==> config.mk <==
export PLATFORM = sky130hd
export DESIGN_NAME = irq_prio_resolver
export DESIGN_NICKNAME = d
export VERILOG_FILES = /design/src/rtl/irq_prio_pkg.sv /design/src/rtl/irq_prio_ctrl.sv /design/src/rtl/irq_prio_resolve.sv /design/src/rtl/irq_prio_dp.sv /design/src/rtl/irq_prio_resolver.sv
export SDC_FILE = /design/constraint.sdc
export NUM_CORES = 1
export LEC_CHECK = 0
export BUFFER_PORTS_ARGS = -buffer_cell sky130_fd_sc_hd__clkbuf_2
export CAP_MARGIN = 20
export CORE_UTILIZATION = 40
export CTS_CLUSTER_SIZE = 30
export DETAILED_ROUTE_END_ITERATION = 8
export PLACE_DENSITY_LB_ADDON = 0.15
export SYNTH_ARGS = -nofsm -noshare
export SYNTH_HDL_FRONTEND = slang
export SYNTH_SLANG_ARGS = --single-unit
==> constraint.sdc <==
create_clock -name clk -period 4.34 [get_ports clk]
set_input_delay 0.434 -clock clk [delete_from_list [all_inputs] [get_ports clk]]
set_output_delay 0.434 -clock clk [all_outputs]
set_load 0.05 [all_outputs]
==> src/rtl/irq_prio_pkg.sv <==
package irq_prio_pkg;
  localparam int LINES = 8;
  localparam int IDXW  = $clog2(LINES);
  localparam int PRIW  = IDXW + 1;

  typedef struct packed {
    logic             loadTrig;
    logic             loadMask;
    logic             loadIsr;
    logic             loadBase;
    logic [LINES-1:0] ackMask;
  } ctrlStrobes_t;

  // Rotated priority search: returns k of the best set bit, LINES if none.
  function automatic logic [PRIW-1:0] bestPrio(input logic [LINES-1:0] bits,
                                               input logic [IDXW-1:0] base);
    logic [PRIW-1:0] res;
    logic [IDXW-1:0] pos;
    res = PRIW'(LINES);
    for (int k = LINES - 1; k >= 0; k--) begin
      pos = base + IDXW'(k);
      if (bits[pos]) res = PRIW'(k);
    end
    return res;
  endfunction
endpackage

==> src/rtl/irq_prio_ctrl.sv <==
module irq_prio_ctrl
  import irq_prio_pkg::*;
(
  input  logic            trigWe,
  input  logic            maskWe,
  input  logic            isrWe,
  input  logic            baseWe,
  input  logic            ackValid,
  input  logic [IDXW-1:0] ackLine,
  output ctrlStrobes_t    stb
);
  logic [LINES-1:0] ackDec;

  for (genvar i = 0; i < LINES; i++) begin : g_ack
    assign ackDec[i] = ackValid && (ackLine == IDXW'(i));
  end

  always_comb begin
    stb.loadTrig = trigWe;
    stb.loadMask = maskWe;
    stb.loadIsr  = isrWe;
    stb.loadBase = baseWe;
    stb.ackMask  = ackDec;
  end
endmodule

==> src/rtl/irq_prio_resolve.sv <==
module irq_prio_resolve
  import irq_prio_pkg::*;
(
  input  logic [LINES-1:0] irrQ,
  input  logic [LINES-1:0] imrQ,
  input  logic [LINES-1:0] isrQ,
  input  logic [IDXW-1:0]  baseQ,
  input  logic             nestEn,
  input  logic [IDXW-1:0]  cascadeLine,
  output logic             winValid,
  output logic [IDXW-1:0]  winLine
);
  logic [LINES-1:0] cand;
  logic [LINES-1:0] isrEff;
  logic [PRIW-1:0]  candPrio;
  logic [PRIW-1:0]  curPrio;

  always_comb begin
    cand   = irrQ & ~imrQ;
    isrEff = isrQ;
    if (nestEn) isrEff[cascadeLine] = 1'b0;
    candPrio = bestPrio(cand, baseQ);
    curPrio  = bestPrio(isrEff, baseQ);
    winValid = candPrio < curPrio;
    winLine  = winValid ? (candPrio[IDXW-1:0] + baseQ) : '0;
  end
endmodule

==> src/rtl/irq_prio_dp.sv <==
module irq_prio_dp
  import irq_prio_pkg::*;
(
  input  logic             clk,
  input  logic             rst,
  input  ctrlStrobes_t     stb,
  input  logic [LINES-1:0] reqLevel,
  input  logic [LINES-1:0] trigData,
  input  logic [LINES-1:0] maskData,
  input  logic [LINES-1:0] isrData,
  input  logic [IDXW-1:0]  baseData,
  input  logic             nestEn,
  input  logic [IDXW-1:0]  cascadeLine,
  output logic             irqPending,
  output logic [IDXW-1:0]  irqLine
);
  logic [LINES-1:0] irrQ, imrQ, isrQ, trigQ, prevQ;
  logic [IDXW-1:0]  baseQ;
  logic [LINES-1:0] riseMask, irrNext, candNow;
  logic             winValid;
  logic [IDXW-1:0]  winLine;

  always_comb begin
    riseMask = reqLevel & ~prevQ;
    irrNext  = (trigQ & reqLevel) |
               (~trigQ & ((irrQ & ~stb.ackMask) | riseMask));
    candNow  = irrQ & ~imrQ;
  end

  always_ff @(posedge clk) begin
    if (rst) begin
      irrQ  <= '0;
      imrQ  <= '0;
      isrQ  <= '0;
      trigQ <= '0;
      prevQ <= '0;
      baseQ <= '0;
    end else begin
      irrQ  <= irrNext;
      prevQ <= reqLevel;
      isrQ  <= (stb.loadIsr ? isrData : isrQ) | stb.ackMask;
      if (stb.loadMask) imrQ  <= maskData;
      if (stb.loadTrig) trigQ <= trigData;
      if (stb.loadBase) baseQ <= baseData;
    end
  end

  irq_prio_resolve u_resolve (
    .irrQ(irrQ), .imrQ(imrQ), .isrQ(isrQ), .baseQ(baseQ),
    .nestEn(nestEn), .cascadeLine(cascadeLine),
    .winValid(winValid), .winLine(winLine)
  );

  always_ff @(posedge clk) begin
    if (rst) begin
      irqPending <= 1'b0;
      irqLine    <= '0;
    end else begin
      irqPending <= winValid;
      irqLine    <= winLine;
    end
  end

  AST_LEVEL_TRACKS: assert property (@(posedge clk) disable iff (rst)
    !$past(rst) |-> ((irrQ ^ $past(reqLevel)) & $past(trigQ)) == '0);

  AST_EDGE_RISE_ONLY: assert property (@(posedge clk) disable iff (rst)
    !$past(rst) |-> (~$past(irrQ) & irrQ & ~$past(trigQ) &
                     ~($past(reqLevel) & ~$past(prevQ))) == '0);

  AST_EDGE_HOLD: assert property (@(posedge clk) disable iff (rst)
    !$past(rst) |-> ($past(irrQ) & ~irrQ & ~$past(trigQ) &
                     ~$past(stb.ackMask)) == '0);

  AST_WIN_IS_CAND: assert property (@(posedge clk) disable iff (rst)
    (!$past(rst) && irqPending) |->
      (|($past(candNow) & (LINES'(1) << irqLine))));

  AST_WIN_NOT_SERVED: assert property (@(posedge clk) disable iff (rst)
    (!$past(rst) && irqPending && !$past(nestEn)) |->
      !(|($past(isrQ) & (LINES'(1) << irqLine))));

  AST_IDLE_LINE_ZERO: assert property (@(posedge clk) disable iff (rst)
    !irqPending |-> irqLine == '0);
endmodule

==> src/rtl/irq_prio_resolver.sv <==
module irq_prio_resolver
  import irq_prio_pkg::*;
(
  input  logic             clk,
  input  logic             rst,
  input  logic [LINES-1:0] reqLevel,
  input  logic             trigWe,
  input  logic [LINES-1:0] trigData,
  input  logic             maskWe,
  input  logic [LINES-1:0] maskData,
  input  logic             isrWe,
  input  logic [LINES-1:0] isrData,
  input  logic             baseWe,
  input  logic [IDXW-1:0]  baseData,
  input  logic             ackValid,
  input  logic [IDXW-1:0]  ackLine,
  input  logic             nestEn,
  input  logic [IDXW-1:0]  cascadeLine,
  output logic             irqPending,
  output logic [IDXW-1:0]  irqLine
);
  ctrlStrobes_t stb;

  irq_prio_ctrl u_ctrl (
    .trigWe(trigWe), .maskWe(maskWe), .isrWe(isrWe), .baseWe(baseWe),
    .ackValid(ackValid), .ackLine(ackLine), .stb(stb)
  );

  irq_prio_dp u_dp (
    .clk(clk), .rst(rst), .stb(stb), .reqLevel(reqLevel),
    .trigData(trigData), .maskData(maskData), .isrData(isrData),
    .baseData(baseData), .nestEn(nestEn), .cascadeLine(cascadeLine),
    .irqPending(irqPending), .irqLine(irqLine)
  );
endmodule

Word-level counts from Yosys, hierarchy flattened
Cells that the tools add are included.
{"block": "op_classes", "order_cmp": 11, "reduce_logical": 11, "n_mul": 0, "addsub": 8, "bitwise_logic": 15, "div": 0, "shift": 0, "mux": 52, "n_eq_ne": 7}
{"cell": "$mux 4", "n": 16}
{"cell": "$and 8x8->8", "n": 6}
{"cell": "$bmux 1 s3", "n": 16}
{"cell": "$not 8->8", "n": 5}
{"cell": "$lt 3x4->1 const B", "n": 9}
{"cell": "$or 8x8->8", "n": 3}
{"cell": "$mux 1", "n": 17}
{"cell": "$mux 8", "n": 2}
{"cell": "$add 3x3->3 const B", "n": 4}
{"cell": "$eq 3x3->1 const B", "n": 4}
{"cell": "$logic_and 1x1->1", "n": 9}
{"cell": "$add 3x2->3 const B", "n": 2}
{"cell": "$eq 3x2->1 const B", "n": 2}
{"cell": "$lt 4x4->1", "n": 1}
{"cell": "$add 3x1->3 const B", "n": 1}
{"cell": "$add 3x3->3", "n": 1}
{"cell": "$demux 1 s3", "n": 1}
{"cell": "$eq 3x1->1 const B", "n": 1}
{"cell": "$ge 3x1->1 const B", "n": 1}
{"cell": "$logic_not 3->1", "n": 1}
{"cell": "$reduce_or 2->1", "n": 1}
{"cell": "$not 1->1", "n": 1}
{"block": "totals", "ff_bits": 47, "out_inout_bits": 4, "inputBits": 49, "n_memories": 0, "latchBits": 0, "mem_bits_ro": 0, "wordCells": 112, "ramBits": 0}

Longest topological paths before layout
{"block": "logic_depth", "depth_word": 20, "ltp_mapped": 17, "mapped_depth_nobuf": 13}

Modules after synthesis
From an unflattened synthesis, not the netlist that was laid out.
{"block": "unflattened", "hier_cells": 375, "hier_area_um2": 3524.6}
{"mod": "irq_prio_resolve", "seq_area_each_um2": 0.0, "n_inst": 1, "cells_per_inst": 195, "area_each_um2": 1749.2}
{"mod": "irq_prio_dp", "seq_area_each_um2": 940.9, "n_inst": 1, "cells_per_inst": 168, "area_each_um2": 1649.1}
{"mod": "irq_prio_ctrl", "seq_area_each_um2": 0.0, "n_inst": 1, "cells_per_inst": 12, "area_each_um2": 126.4}

Worst setup path before layout
Ideal clock, no wire load.
{"block": "synth_path", "path_kind": "register to register", "start": "register u_dp.baseQ[1]", "end": "register u_dp.irqLine[2]", "t_required_ns": 4.220, "setup_ns": 0.120, "arrival_ns": 3.411, "path_stages_with_launch": 16, "path_slack_ns": 0.809, "path_cell_list": "dfxtp_1 > buf_4 > inv_1 > buf_2 > ha_1 > clkbuf_2 > inv_1 > mux4_2 > a21o_1 > a211o_1 > ha_1 > fa_1 > xnor2_1 > or3_1 > nand3_1 > a21oi_1"}
{"block": "synth_via", "elab_chain_cells": 14}
{"element": "start: declaration", "line_no": "irq_prio_dp.sv:18", "rtl": "logic [IDXW-1:0] baseQ;"}
{"element": "start signal: assignment", "line_no": "irq_prio_dp.sv:44", "rtl": "if (stb.loadBase) baseQ <= baseData;"}
{"element": "$add 3x3->3", "line_no": "irq_prio_pkg.sv:21", "rtl": "pos = base + IDXW'(k);"}
{"element": "$bmux 1 s3", "line_no": "irq_prio_pkg.sv:22", "rtl": "if (bits[pos]) res = PRIW'(k);"}
{"element": "$mux 1 (implied by the code)", "line_no": "irq_prio_pkg.sv:22"}
{"element": "$mux 4 (8 in a row)", "line_no": "irq_prio_pkg.sv:22"}
{"element": "$lt 4x4->1", "line_no": "irq_prio_resolve.sv:24", "rtl": "winValid = candPrio < curPrio;"}
{"element": "$not 1->1 (no source line)"}
{"element": "$reduce_or 2->1 (no source line)"}
{"element": "end signal: assignment", "line_no": "irq_prio_dp.sv:60", "rtl": "irqLine <= winLine;"}
{"element": "end: declaration", "line_no": "irq_prio_dp.sv:15", "rtl": "output logic [IDXW-1:0] irqLine"}
Several ways; a longest one is shown, not always the timed one. The select of a mux whose other input is x is not followed.
A chain may end at the register's enable or synchronous reset.

Worst setup path after layout
{"block": "layout_path", "start": "register u_dp.baseQ[0]", "end": "register u_dp.irqLine[2]"}
Same word-level chain as after synthesis.

==> impl_results.md <==
- Slew at the pin closest to its max-slew limit: ~670 ps
- Initial antenna violation count: 0
- Fmax: 271 MHz
- Distinct cells, synth: about 50
- P_int: between 700 and 800 µW
- Cells after Synth: between 300 and 400
- Setup slack after layout: 645 ps
- Number of core rows: 31
- Synth Warn #: 0
- Nets: ~430
- Starting Density: 0.423
- Area growth syn-to-layout: 13.8%
- IO Port Bufs: 52
- Post-CTS setup buffers: 0
- Critical Path RT: approximately 4600 ps
- Routed WL: roughly 7000 µm
- Number of buffers created by CTS: 5
- Placed wire-length estimate: around 5600 µm
- Post-CTS Hold Fix Bufs: 0
- Full die area: about 8200 µm²
- Die Ht: 90.6 µm
- # fillers: about 700
- Worst Path Arrival: about 4000 ps
- # IOs: 53
- Leak Pwr: approximately 0.0015 µW
- Drt initial violations: 144
- Synth area leaders: dfxtp_1 30%, mux4_2 14%, mux2i_1 11%
- Part of the cycle the worst path needs: 0.851
- Gpl congestion: 0.827
- Worst slew margin: 0.553
- Vias in the first global route: 2473
- CP Capture Type: flop
- Net Sw Power: ~420 µW
- Synth top area share: 0.300
- Worst-Skew Late Latency: roughly 310 ps
- RSZ-0062 raised after global routing: false
- Cell total after placement: roughly 460
- Max Slew Vio Count: 0
- Clk_skew: between 5 and 6 ps
- Clk pwr share: 0.226
- Startpoint Class: flop
- Dpl ws: 710 ps
- Setup TNS: 0 ps
- Post-synthesis register bit count: 47
- Comb power frac: 0.360
- CTS tree: yes
- RR Startpoint: u_dp.baseQ[0]
- Final Non-Filler Cells: 470
- # clock sinks: 47
- Final setup viols: 0
- Peak VDD IR: approximately 0.24 mV
- Seq/Total Area, Yosys: 0.300
- H-tree depth: 2
- Via Count: around 2600
- Tmin final: around 3700 ps
- Drt pass-1 iters: 4
- Post-synthesis net count: between 300 and 400
- Clock transition at path regs: around 90 ps
- Sw Ratio: 0.351
- Antenna Cells: 0
- Setup slack, reg-to-reg: between 600 and 700 ps
- Residual DRC: 0
- Final ANT Viol Nets: 0
- Worst Setup SP: u_dp.baseQ[0]
- Yosys top cell by area: dfxtp_1
- Netlist Area Pre-Place: about 3100 µm²
- GR Overflow Total: 0
- Largest net degree at the start of global routing: 35
- Worst min-delay path category: in -> reg
- Share of post-route cells with drive strength above 1: 0.256
- Vias per cell: between 5 and 6
- Post-CTS Resized: 0
- Hold Fails Final Rpt: 0
- Seq pwr share: 0.414
- Crit Path Category: reg -> reg
- Outcome: finished, final reports clean
- CTS root buf: clkbuf_8
- Max clock buf depth: 2
- Drt wl/cell: around 15 µm
- Worst Min Path Start: trigData[5]
- Synthesized area per cell: between 9 and 10 µm²
- Tot GR Track Use: 0.184
- CP max FO: 20
- PD cells: ~340 nW/µm²
- First-pass GRT wire length: between 10000 and 15000 µm
- Core area: roughly 7400 µm²
- Max_cap viols: 0
- Die span in x: around 91 µm
[synth_stat cells, drive strengths merged]
cell	n
nor3b	3
ha	6
a211o	2
a31o	1
o32ai	2
nor2	33
dfxtp	47
a21oi	13
and2b	7
a221oi	1
and4b	1
or3	1
a211oi	1
mux2i	36
nand4b	2
and3	2
mux4	20
mux2	2
inv	6
or4bb	1
nand4	2
o21ai	7
xor2	1
clkbuf	9
a31oi	1
nand2	18
nand2b	24
nor4b	2
and4bb	2
nor2b	16
a21boi	1
nor3	7
xnor2	2
fa	1
nand3	10
or4b	1
a21o	2
o211a	1
o221ai	8
buf	8
a32o	10
[state kept, by name, indices dropped and copies added, names as in the netlist]
signal	flops
u_dp.prevQ	8
u_dp.irqPending	1
u_dp.imrQ	8
u_dp.isrQ	8
u_dp.trigQ	8
u_dp.irqLine	3
u_dp.baseQ	3
u_dp.irrQ	8
[path summary, 6_finish.rpt]
check                    end  cells past startpoint
max reg2reg  u_dp.irqLine[2]                     11
min reg2reg     u_dp.irrQ[1]                      2
min            u_dp.trigQ[5]                      3
max          u_dp.irqLine[2]                     11
[worst max-delay path: stages, from the launching register on]
cell and delay, ps:
dfxtp_1 350, buf_4 300, ha_1 210, xor2_1 400, mux4_2 600, or4b_4 550, nor2_1 110, ha_1 240
a21o_1 160, a211oi_1 470, nand3_1 130, a21oi_1 120
[power by group through the flow]
| stage | logic, µW | clock network [µW] | registers, µW |
|---|---|---|---|
| after floorplan | 287 | 0 | 551 |
| after global routing | 478 | 302 | 505 |
| final | 434 | 273 | 499 |
| after global placement | 428 | 0 | 509 |
| after CTS | 436 | 282 | 500 |
| after detailed placement | 435 | 0 | 510 |
[layer usage]
metal,track usage,wire [µm],vias to the layer above
li1,-,-,1297
met1,0.250,3360,1209
met2,0.301,3310,60
met3,0.0295,247,8
met4,0.0524,78,0
met5,0,0,-
[per-stage QoR]
stage | cell area [µm²] | total power, µW | util | hold slack, ps
detailed placement | 3480 | 945 | 0.470 | 475
floorplan | 3140 | 838 | - | 462
global placement | 3480 | 937 | 0.470 | 470
global route | 3570 | 1280 | 0.482 | 360
CTS | 3570 | 1220 | 0.482 | 354
finish | 3570 | 1210 | 0.482 | 359
[final cells by class]
type                       instances  area (µm²)  area share
sequential                        47         941       0.264
timing repair buffer              60         320      0.0898
tap                               99         124      0.0347
multi-input combinational        250        2070       0.581
inverter                           6        22.5     0.00631
clock inverter                     2        16.3     0.00456
clock buffer                       6        72.6      0.0203
[cells in the final DEF, fill, tap and decap left out, types with 10 or more instances in the layout]
| master | Yosys | routed |
|---|---|---|
| nand3_1 | 10 | 10 |
| nand2b_1 | 24 | 24 |
| dfxtp_1 | 47 | 47 |
| a32o_1 | 10 | 10 |
| nor2_1 | 33 | 33 |
| mux4_2 | 19 | 19 |
| nand2_1 | 18 | 18 |
| clkbuf_2 | 1 | 52 |
| mux2i_1 | 36 | 36 |
| a21oi_1 | 13 | 13 |
| nor2b_1 | 16 | 16 |
[kinds of logic (layout without fill, tap and decap cells)]
group | after synthesis | count (layout) | share of synthesized area
DFF | 47 | 47 | 0.300
and+or+nand+nor | 132 | 132 | 0.236
AOI/OAI and AO/OA | 50 | 50 | 0.118
xor gates and xnor gates | 3 | 3 | 0.00838
muxes | 58 | 58 | 0.268
adders and majority gates | 7 | 7 | 0.0303
buffers and inverters | 23 | 74 | 0.0395
Note: power is estimated with default switching activity, not from simulation.
